==> src/rtl/pic_pkg.sv <==
// Package: shared constants and types for the priority interrupt controller.
// Assumes an 8-bit processor bus; the command encodings below rely on that width.
package pic_pkg;
    localparam int DATA_W = 8;
    localparam int INIT_BIT = 4;                        // command bit that starts set-up
    localparam int AEOI_BIT = 1;                        // mode-word bit for automatic EOI
    localparam logic [DATA_W-1:0] CMD_RD_REQ = 8'h0A;   // readback: request register
    localparam logic [DATA_W-1:0] CMD_RD_SVC = 8'h0B;   // readback: in-service register
    localparam logic [4:0] CMD_SEOI_TAG = 5'b01100;     // bits 7:3 of a specific EOI

    typedef enum logic [1:0] {
        CFG_READY = 2'd0,
        CFG_BASE  = 2'd1,
        CFG_CHAIN = 2'd2,
        CFG_MODE  = 2'd3
    } cfg_state_t;
endpackage

==> src/rtl/pic_lowest_set.sv <==
// Module: finds the lowest-numbered set bit of a vector (highest priority).
// Assumes bit 0 has the highest priority; idx is 0 when no bit is set.
module pic_lowest_set #(
    parameter int N_IN = 8,
    localparam int LVL_W = $clog2(N_IN)
) (
    input  logic [N_IN-1:0]  bits,
    output logic             any,
    output logic [LVL_W-1:0] idx
);
    // Purpose: scan from the lowest priority down so the lowest set index wins.
    always_comb begin
        any = |bits;
        idx = '0;
        for (int i = N_IN - 1; i >= 0; i--) begin
            if (bits[i]) idx = LVL_W'(i);
        end
    end
endmodule

==> src/rtl/pic_cfg_regs.sv <==
// Module: set-up sequencer, mask register, vector base, mode and readback select.
// Assumes command and data writes are one-cycle strobes; a set-up start
// overrides anything else in the same cycle.
module pic_cfg_regs
    import pic_pkg::*;
#(
    parameter int N_IN = 8
) (
    input  logic              clk,
    input  logic              rst_n,
    input  logic              cmd_wr,
    input  logic              dat_wr,
    input  logic [DATA_W-1:0] wdata,
    output logic [N_IN-1:0]   mask_q,
    output logic [DATA_W-1:0] base_q,
    output logic              aeoi_q,
    output logic              sel_svc_q,
    output logic              init_pulse
);
    cfg_state_t state_q;

    // Purpose: flag a command write that starts the set-up sequence.
    always_comb init_pulse = cmd_wr && wdata[INIT_BIT];

    // Purpose: walk the set-up words and hold the programmed configuration.
    always_ff @(posedge clk) begin
        if (!rst_n) begin
            state_q   <= CFG_READY;
            mask_q    <= '1;
            base_q    <= '0;
            aeoi_q    <= 1'b0;
            sel_svc_q <= 1'b0;
        end else if (init_pulse) begin
            state_q   <= CFG_BASE;
            mask_q    <= '0;
            sel_svc_q <= 1'b0;
        end else begin
            if (cmd_wr) begin
                if (wdata == CMD_RD_REQ) sel_svc_q <= 1'b0;
                else if (wdata == CMD_RD_SVC) sel_svc_q <= 1'b1;
            end
            if (dat_wr) begin
                case (state_q)
                    CFG_READY: mask_q <= wdata[N_IN-1:0];
                    CFG_BASE: begin
                        base_q  <= wdata;
                        state_q <= CFG_CHAIN;
                    end
                    CFG_CHAIN: state_q <= CFG_MODE;
                    CFG_MODE: begin
                        aeoi_q  <= wdata[AEOI_BIT];
                        state_q <= CFG_READY;
                    end
                    default: state_q <= CFG_READY;
                endcase
            end
        end
    end

    // a data write outside set-up lands in the mask register.
    assert_mask_load_R3: assert property (@(posedge clk) disable iff (!rst_n)
        (dat_wr && !cmd_wr && state_q == CFG_READY) |=> (mask_q == $past(wdata[N_IN-1:0])));

    // set-up start clears the mask and selects request readback.
    assert_init_clear_R2: assert property (@(posedge clk) disable iff (!rst_n)
        init_pulse |=> (mask_q == '0 && !sel_svc_q && state_q == CFG_BASE));

    // set-up words never reach the mask register.
    assert_init_mask_hold_R2: assert property (@(posedge clk) disable iff (!rst_n)
        (dat_wr && !cmd_wr && state_q != CFG_READY) |=> $stable(mask_q));
endmodule

==> src/rtl/pic_service_regs.sv <==
// Module: request edge capture, in-service tracking, priority decision and vector.
// Assumes acknowledge is a one-cycle pulse and that base/mask are stable
// configuration registers.
module pic_service_regs
    import pic_pkg::*;
#(
    parameter int N_IN = 8,
    localparam int LVL_W = $clog2(N_IN)
) (
    input  logic              clk,
    input  logic              rst_n,
    input  logic [N_IN-1:0]   req_in,
    input  logic [N_IN-1:0]   mask,
    input  logic [DATA_W-1:0] base,
    input  logic              aeoi,
    input  logic              init_pulse,
    input  logic              eoi_wr,
    input  logic [LVL_W-1:0]  eoi_lvl,
    input  logic              ack_stb,
    output logic [N_IN-1:0]   irr_q,
    output logic [N_IN-1:0]   isr_q,
    output logic              irq_out,
    output logic [DATA_W-1:0] vec_q
);
    localparam logic [DATA_W-1:0] SPUR_LVL = DATA_W'(N_IN - 1);

    logic [N_IN-1:0]  req_prev_q;
    logic [N_IN-1:0]  rise;
    logic [N_IN-1:0]  pend;
    logic [N_IN-1:0]  win_hot;
    logic [N_IN-1:0]  isr_next;
    logic             pend_any;
    logic             svc_any;
    logic [LVL_W-1:0] pend_idx;
    logic [LVL_W-1:0] svc_idx;
    logic             grant;

    pic_lowest_set #(.N_IN(N_IN)) u_pend_enc (
        .bits(pend),
        .any (pend_any),
        .idx (pend_idx)
    );

    pic_lowest_set #(.N_IN(N_IN)) u_svc_enc (
        .bits(isr_q),
        .any (svc_any),
        .idx (svc_idx)
    );

    // Purpose: form edges, eligible requests and the interrupt decision.
    always_comb begin
        rise    = req_in & ~req_prev_q;
        pend    = irr_q & ~mask;
        irq_out = pend_any && (!svc_any || pend_idx < svc_idx);
        grant   = ack_stb && irq_out;
        win_hot = N_IN'(1) << pend_idx;
    end

    // Purpose: next in-service value; EOI clears first, a grant then sets.
    always_comb begin
        isr_next = isr_q;
        if (eoi_wr) isr_next[eoi_lvl] = 1'b0;
        if (grant && !aeoi) isr_next = isr_next | win_hot;
    end

    // Purpose: remember the previous request levels for edge detection.
    always_ff @(posedge clk) begin
        if (!rst_n) req_prev_q <= '0;
        else req_prev_q <= req_in;
    end

    // Purpose: request register; set by rising edges, cleared on grant or set-up.
    always_ff @(posedge clk) begin
        if (!rst_n || init_pulse) irr_q <= '0;
        else irr_q <= (irr_q & ~(grant ? win_hot : '0)) | rise;
    end

    // Purpose: in-service register.
    always_ff @(posedge clk) begin
        if (!rst_n || init_pulse) isr_q <= '0;
        else isr_q <= isr_next;
    end

    // Purpose: latch the vector on every acknowledge, spurious or real.
    always_ff @(posedge clk) begin
        if (!rst_n) vec_q <= '0;
        else if (ack_stb) vec_q <= grant ? base + DATA_W'(pend_idx) : base + SPUR_LVL;
    end

    // a rising edge on an input leaves its request bit set.
    for (genvar k = 0; k < N_IN; k++) begin : g_edge_chk
        assert_edge_latch_R4: assert property (@(posedge clk) disable iff (!rst_n)
            (req_in[k] && !req_prev_q[k] && !init_pulse) |=> irr_q[k]);
    end

    // all inputs masked means no interrupt.
    assert_all_masked_quiet_R5: assert property (@(posedge clk) disable iff (!rst_n)
        (&mask) |-> !irq_out);

    // a normal-mode grant adds exactly one in-service level.
    assert_grant_nests_R6: assert property (@(posedge clk) disable iff (!rst_n)
        (ack_stb && irq_out && !aeoi && !eoi_wr && !init_pulse)
        |=> ($countones(isr_q) == $countones($past(isr_q)) + 1));

    // automatic EOI leaves the in-service register alone.
    assert_auto_eoi_stable_R7: assert property (@(posedge clk) disable iff (!rst_n)
        (ack_stb && aeoi && !eoi_wr && !init_pulse) |=> $stable(isr_q));

    // a specific EOI leaves its level clear.
    assert_seoi_clears_R8: assert property (@(posedge clk) disable iff (!rst_n)
        (eoi_wr && !ack_stb && !init_pulse) |=> !isr_q[$past(eoi_lvl)]);

    // a spurious acknowledge returns the lowest-priority vector.
    assert_spurious_vec_R10: assert property (@(posedge clk) disable iff (!rst_n)
        (ack_stb && !irq_out) |=> (vec_q == $past(base) + SPUR_LVL));

    // a spurious acknowledge touches neither register.
    assert_spurious_quiet_R10: assert property (@(posedge clk) disable iff (!rst_n)
        (ack_stb && !irq_out && !eoi_wr && !init_pulse && rise == '0)
        |=> ($stable(isr_q) && $stable(irr_q)));
endmodule

==> src/rtl/prio_irq_ctrl.sv <==
// Module: top of the eight-input fixed-priority interrupt controller.
// Decodes the register port, routes commands and returns readback data.
// Assumes a single processor bus master and one-cycle strobes.
module prio_irq_ctrl
    import pic_pkg::*;
#(
    parameter int N_IN = 8,
    localparam int LVL_W = $clog2(N_IN)
) (
    input  logic              clk,
    input  logic              rst_n,
    input  logic              cs,
    input  logic              reg_sel,
    input  logic              rd_stb,
    input  logic              wr_stb,
    input  logic [DATA_W-1:0] wdata,
    output logic [DATA_W-1:0] rdata,
    input  logic [N_IN-1:0]   req_in,
    output logic              irq_out,
    input  logic              ack_stb,
    output logic [DATA_W-1:0] vec_out
);
    logic              cmd_wr;
    logic              dat_wr;
    logic              eoi_wr;
    logic              init_pulse;
    logic              aeoi;
    logic              sel_svc;
    logic [N_IN-1:0]   mask;
    logic [N_IN-1:0]   irr;
    logic [N_IN-1:0]   isr;
    logic [DATA_W-1:0] base;

    // Purpose: split bus writes into command, data and specific-EOI strobes.
    always_comb begin
        cmd_wr = cs && wr_stb && !reg_sel;
        dat_wr = cs && wr_stb && reg_sel;
        eoi_wr = cmd_wr && (wdata[DATA_W-1:3] == CMD_SEOI_TAG);
    end

    pic_cfg_regs #(.N_IN(N_IN)) u_cfg (
        .clk       (clk),
        .rst_n     (rst_n),
        .cmd_wr    (cmd_wr),
        .dat_wr    (dat_wr),
        .wdata     (wdata),
        .mask_q    (mask),
        .base_q    (base),
        .aeoi_q    (aeoi),
        .sel_svc_q (sel_svc),
        .init_pulse(init_pulse)
    );

    pic_service_regs #(.N_IN(N_IN)) u_svc (
        .clk       (clk),
        .rst_n     (rst_n),
        .req_in    (req_in),
        .mask      (mask),
        .base      (base),
        .aeoi      (aeoi),
        .init_pulse(init_pulse),
        .eoi_wr    (eoi_wr),
        .eoi_lvl   (wdata[LVL_W-1:0]),
        .ack_stb   (ack_stb),
        .irr_q     (irr),
        .isr_q     (isr),
        .irq_out   (irq_out),
        .vec_q     (vec_out)
    );

    // Purpose: drive readback data for the selected port, zero otherwise.
    always_comb begin
        rdata = '0;
        if (cs && rd_stb) begin
            if (reg_sel) rdata = DATA_W'(mask);
            else rdata = sel_svc ? DATA_W'(isr) : DATA_W'(irr);
        end
    end

    // command-port reads follow the readback select.
    assert_readback_sel_R9: assert property (@(posedge clk) disable iff (!rst_n)
        (cs && rd_stb && !reg_sel && sel_svc) |-> (rdata == DATA_W'(isr)));

    // the interrupt output is low in the first cycle after reset.
    assert_reset_quiet_R1: assert property (@(posedge clk)
        !rst_n |=> (!irq_out && vec_out == '0));
endmodule

==> config.mk <==
export PLATFORM = sky130hd
export DESIGN_NAME = prio_irq_ctrl
export DESIGN_NICKNAME = d
export VERILOG_FILES = /design/src/rtl/pic_pkg.sv /design/src/rtl/pic_lowest_set.sv /design/src/rtl/pic_cfg_regs.sv /design/src/rtl/pic_service_regs.sv /design/src/rtl/prio_irq_ctrl.sv
export SDC_FILE = /design/constraint.sdc
export NUM_CORES = 1
export LEC_CHECK = 0
export BUFFER_PORTS_ARGS = -buffer_cell sky130_fd_sc_hd__buf_2
export CAP_MARGIN = 25
export CORE_ASPECT_RATIO = 0.8
export CORE_MARGIN = 3
export CORE_UTILIZATION = 57
export DETAILED_ROUTE_END_ITERATION = 10
export PLACE_DENSITY_LB_ADDON = 0.08
export SLEW_MARGIN = 25
export SYNTH_ARGS = -nofsm -noshare
export SYNTH_HDL_FRONTEND = slang
export SYNTH_SLANG_ARGS = --single-unit
==> constraint.sdc <==
create_clock -name clk -period 5.1 [get_ports clk]
set_clock_uncertainty 0.1 [all_clocks]
set_input_delay 1.02 -clock clk [delete_from_list [all_inputs] [get_ports clk]]
set_output_delay 1.02 -clock clk [all_outputs]
set_load 0.02 [all_outputs]
==> summary.md <==
| Metric | Value |
|---|---|
| Outcome | `finished clean` |
| Pin count of the biggest net entering global routing | `37` |
| Tightest Pin Transition | `648 ps` |
| Layout cells sized above 1 | `15.7%` |
| Drt total wl | `6.80 mm` |
| Worst EP arrival | `4240 ps` |
| Synth Cell Area | `2770 um2` |
| Register area | `1040 um2` |
| Vias | `2433` |
| Layout area overhead | `11.0%` |
| Post-synthesis sequential area ratio | `37.5%` |
| Top-area cell type share of the netlist area | `37.5%` |
| Initial antenna violation count | `0` |
| Synth Flop Type | `dfxtp_1` |
| I/O pin total | `40` |
| Multi-input logic area | `1650 um2` |
| CTS tree | `built` |
| Gpl congestion | `0.936` |
| Core area | `4650 um2` |
| Worst Setup SP | `u_cfg.mask_q[6]` |
| Post-synth cell types | `52` |
| GRT Overall Usage | `24.7%` |
| Tcrit/Tclk final | `81.0%` |
| Top cells by area in the synthesized netlist | `dfxtp_1 38%, nand2_1 6.1%, mux2i_1 5.1%` |
| H-tree depth | `2` |
| Critical Path End | `u_svc.vec_q[6]` |
| Hold-fix buffers, CTS | `0` |
| Vias in the first global route | `2184` |
| Dpl hpwl | `5.23 mm` |
| Clock tree buffer depth | `2` |
| Die width | `84.0 um` |
| Wire per inst | `16.3 um` |
| Worst skew pair latency | `300 ps` |
| First drt pass iteration count | `4` |
| Setup TNS | `0 ps` |
| Worst r2r dst | `u_svc.vec_q[6]` |
| Reg2reg path depth | `18` |
| Critical-path maximum fanout | `10` |
| Port buffer count | `39` |
| TritonCTS Buffers | `5` |
| Count leader, synth | `dfxtp_1` |
| Clk Tree Root Cell | `clkbuf_8` |
| Avg Cell Area, Syn | `8.56 um2` |
| Post-route design area | `3080 um2` |
| Post-synth EDFFs | `0` |
| Setup Fix Bufs, Post-CTS | `0` |
| #FFs+latches synth | `52` |
| Max Cap Violations | `0` |
| Final setup violation count | `0` |
| Reg clk slew, reported paths | `90 ps` |
| Fraction of registers with async set/reset | `0%` |
| Syn_nets | `358` |
| Final Hold Fails | `0` |
| Die height | `68.4 um` |
| Leak | `1.27 nW` |
| RR Startpoint | `u_cfg.mask_q[6]` |
| Max_slew headroom | `56.3%` |
| Worst Setup End Kind | `flop` |
| RSZ-0062 raised after global routing | `no` |
| DRT iter0 DRCs | `203` |
| First-pass GRT wire length | `11.0 mm` |
| VDD IR max | `176 uV` |
| Power per cell area | `269 nW/um2` |
| Final ANT Viol Nets | `0` |
| Kind of critical path | `flop to flop` |
| HP Class | `flop to flop` |
| Fmax | `0.242 GHz` |
| Antenna Cells | `0` |
| Residual DRC count | `0` |
| Total grt overflow | `0` |
| Startpoint Class | `flop` |
| Rows | `22` |
| Min Tclk post-route | `4130 ps` |
| R2R Setup Slk | `970 ps` |
| Initial Utilization | `59.6%` |
| CTS sink count | `52` |
| Final Max Tran Viols | `0` |
| Filler instances | `409` |
| Hold path depth | `2` |
| Via-per-instance ratio | `5.83` |
| Number of gates resized after cts | `0` |
| Cells after Synth | `324` |
| Post-synth top cells | `52 x dfxtp_1, 45 x nand2_1, 28 x nor2_1, 20 x a21oi_1, 18 x nand2b_1` |
| Worst Path Required | `5210 ps` |
| Total die area | `5740 um2` |
| Leading area contributor after synthesis | `dfxtp_1` |
| YS warnings | `0` |
| Post-DP Area | `2980 um2` |
| Final #Nets | `390` |
[registers in the layout, summed over array words and instances (netlist names), 2 cells and up]
signal and count:
u_cfg.base_q 8, u_cfg.mask_q 8, u_svc.irr_q 8, u_svc.isr_q 8, u_svc.req_prev_q 8, u_svc.vec_q 8
u_cfg.state_q 2
[kinds of logic after synthesis]
group           Yosys count  share of synthesized area (%)
compound gates           85                           22.4
xor+xnor                  6                           1.90
simple gates            135                           24.8
flops                    52                           37.5
fa+ha+maj                11                           5.23
buf+inv                  21                           3.11
mux                      14                           5.05
[power by group]
part           leakage [nW]  switching (W)  internal [W]  total, W
clock network        0.0445       0.000136      0.000111  0.000246
registers             0.427      0.0000136      0.000425  0.000439
logic                 0.798      0.0000877     0.0000557  0.000143
total                  1.27       0.000237      0.000591  0.000828
[cell type report]
class                           instances  share of cell area, %
Multi-Input combinational cell        251                   53.5
Sequential cell                        52                   33.8
Timing Repair Buffer                   39                   6.34
Clock buffer                            7                   2.81
Tap cell                               60                   2.44
Inverter                                7                  0.854
Clock inverter                          1                  0.244
[layout by cell type (no fill, tap or decap), types with 8 or more instances in the layout]
cell	netlist	final
ha_1	10	10
dfxtp_1	52	52
and2_1	11	11
a21oi_1	20	20
nand2_1	45	45
mux2i_1	14	14
nor2_1	28	28
nand2b_1	18	18
buf_2	0	39
o21ai_0	8	8
a21boi_0	10	10
o31ai_1	10	10
[how the worst min path moves through the flow]
stage	from	end
6_report	u_cfg.aeoi_q	u_cfg.aeoi_q
5_1_grt	u_svc.req_prev_q[7]	u_svc.irr_q[7]
4_1_cts	u_cfg.base_q[0]	u_cfg.base_q[0]
3_5_place_dp	u_svc.vec_q[4]	u_svc.vec_q[4]
3_3_place_gp	u_svc.vec_q[4]	u_svc.vec_q[4]
2_1_floorplan	u_cfg.aeoi_q	u_cfg.aeoi_q
[critical path, cell delays in order (launching register included)]
cell and delay [ps]:
dfxtp_1 420, nor2b_1 80, o211a_1 240, o311ai_2 310, inv_1 160, ha_1 250
a211oi_1 230, o21a_1 170, a31oi_2 230, nand2b_4 240, or3_1 330, ha_1 210
fa_1 400, a21oi_1 140, nor2b_1 80, nand3_1 100, xor2_1 160, nand2_1 70
o211a_1 120
[routing by layer]
metal | up-vias | share of wire (%) | global-route usage [%]
met5 | - | 0 | 0
met4 | 0 | 0.32 | 6.43
met1 | 1119 | 48 | 36.7
li1 | 1212 | - | -
met3 | 2 | 9.3 | 5.54
met2 | 100 | 42 | 36.0
[per-stage QoR]
| step | setup WS, ps | total power (W) | hold WS, ps | instances | utilization [%] |
|---|---|---|---|---|---|
| after global routing | 670 | 0.000863 | 406 | 417 | 66.1 |
| after CTS | 1010 | 0.000832 | 386 | 417 | 66.1 |
| after global placement | 1110 | 0.000588 | 357 | 409 | 64.1 |
| after floorplan | 1360 | 0.000544 | 344 | 324 | - |
| after detailed placement | 1050 | 0.000590 | 366 | 409 | 64.1 |
| final | 967 | 0.000828 | 382 | 417 | 66.1 |
Note: power is estimated with default switching activity, not from simulation.
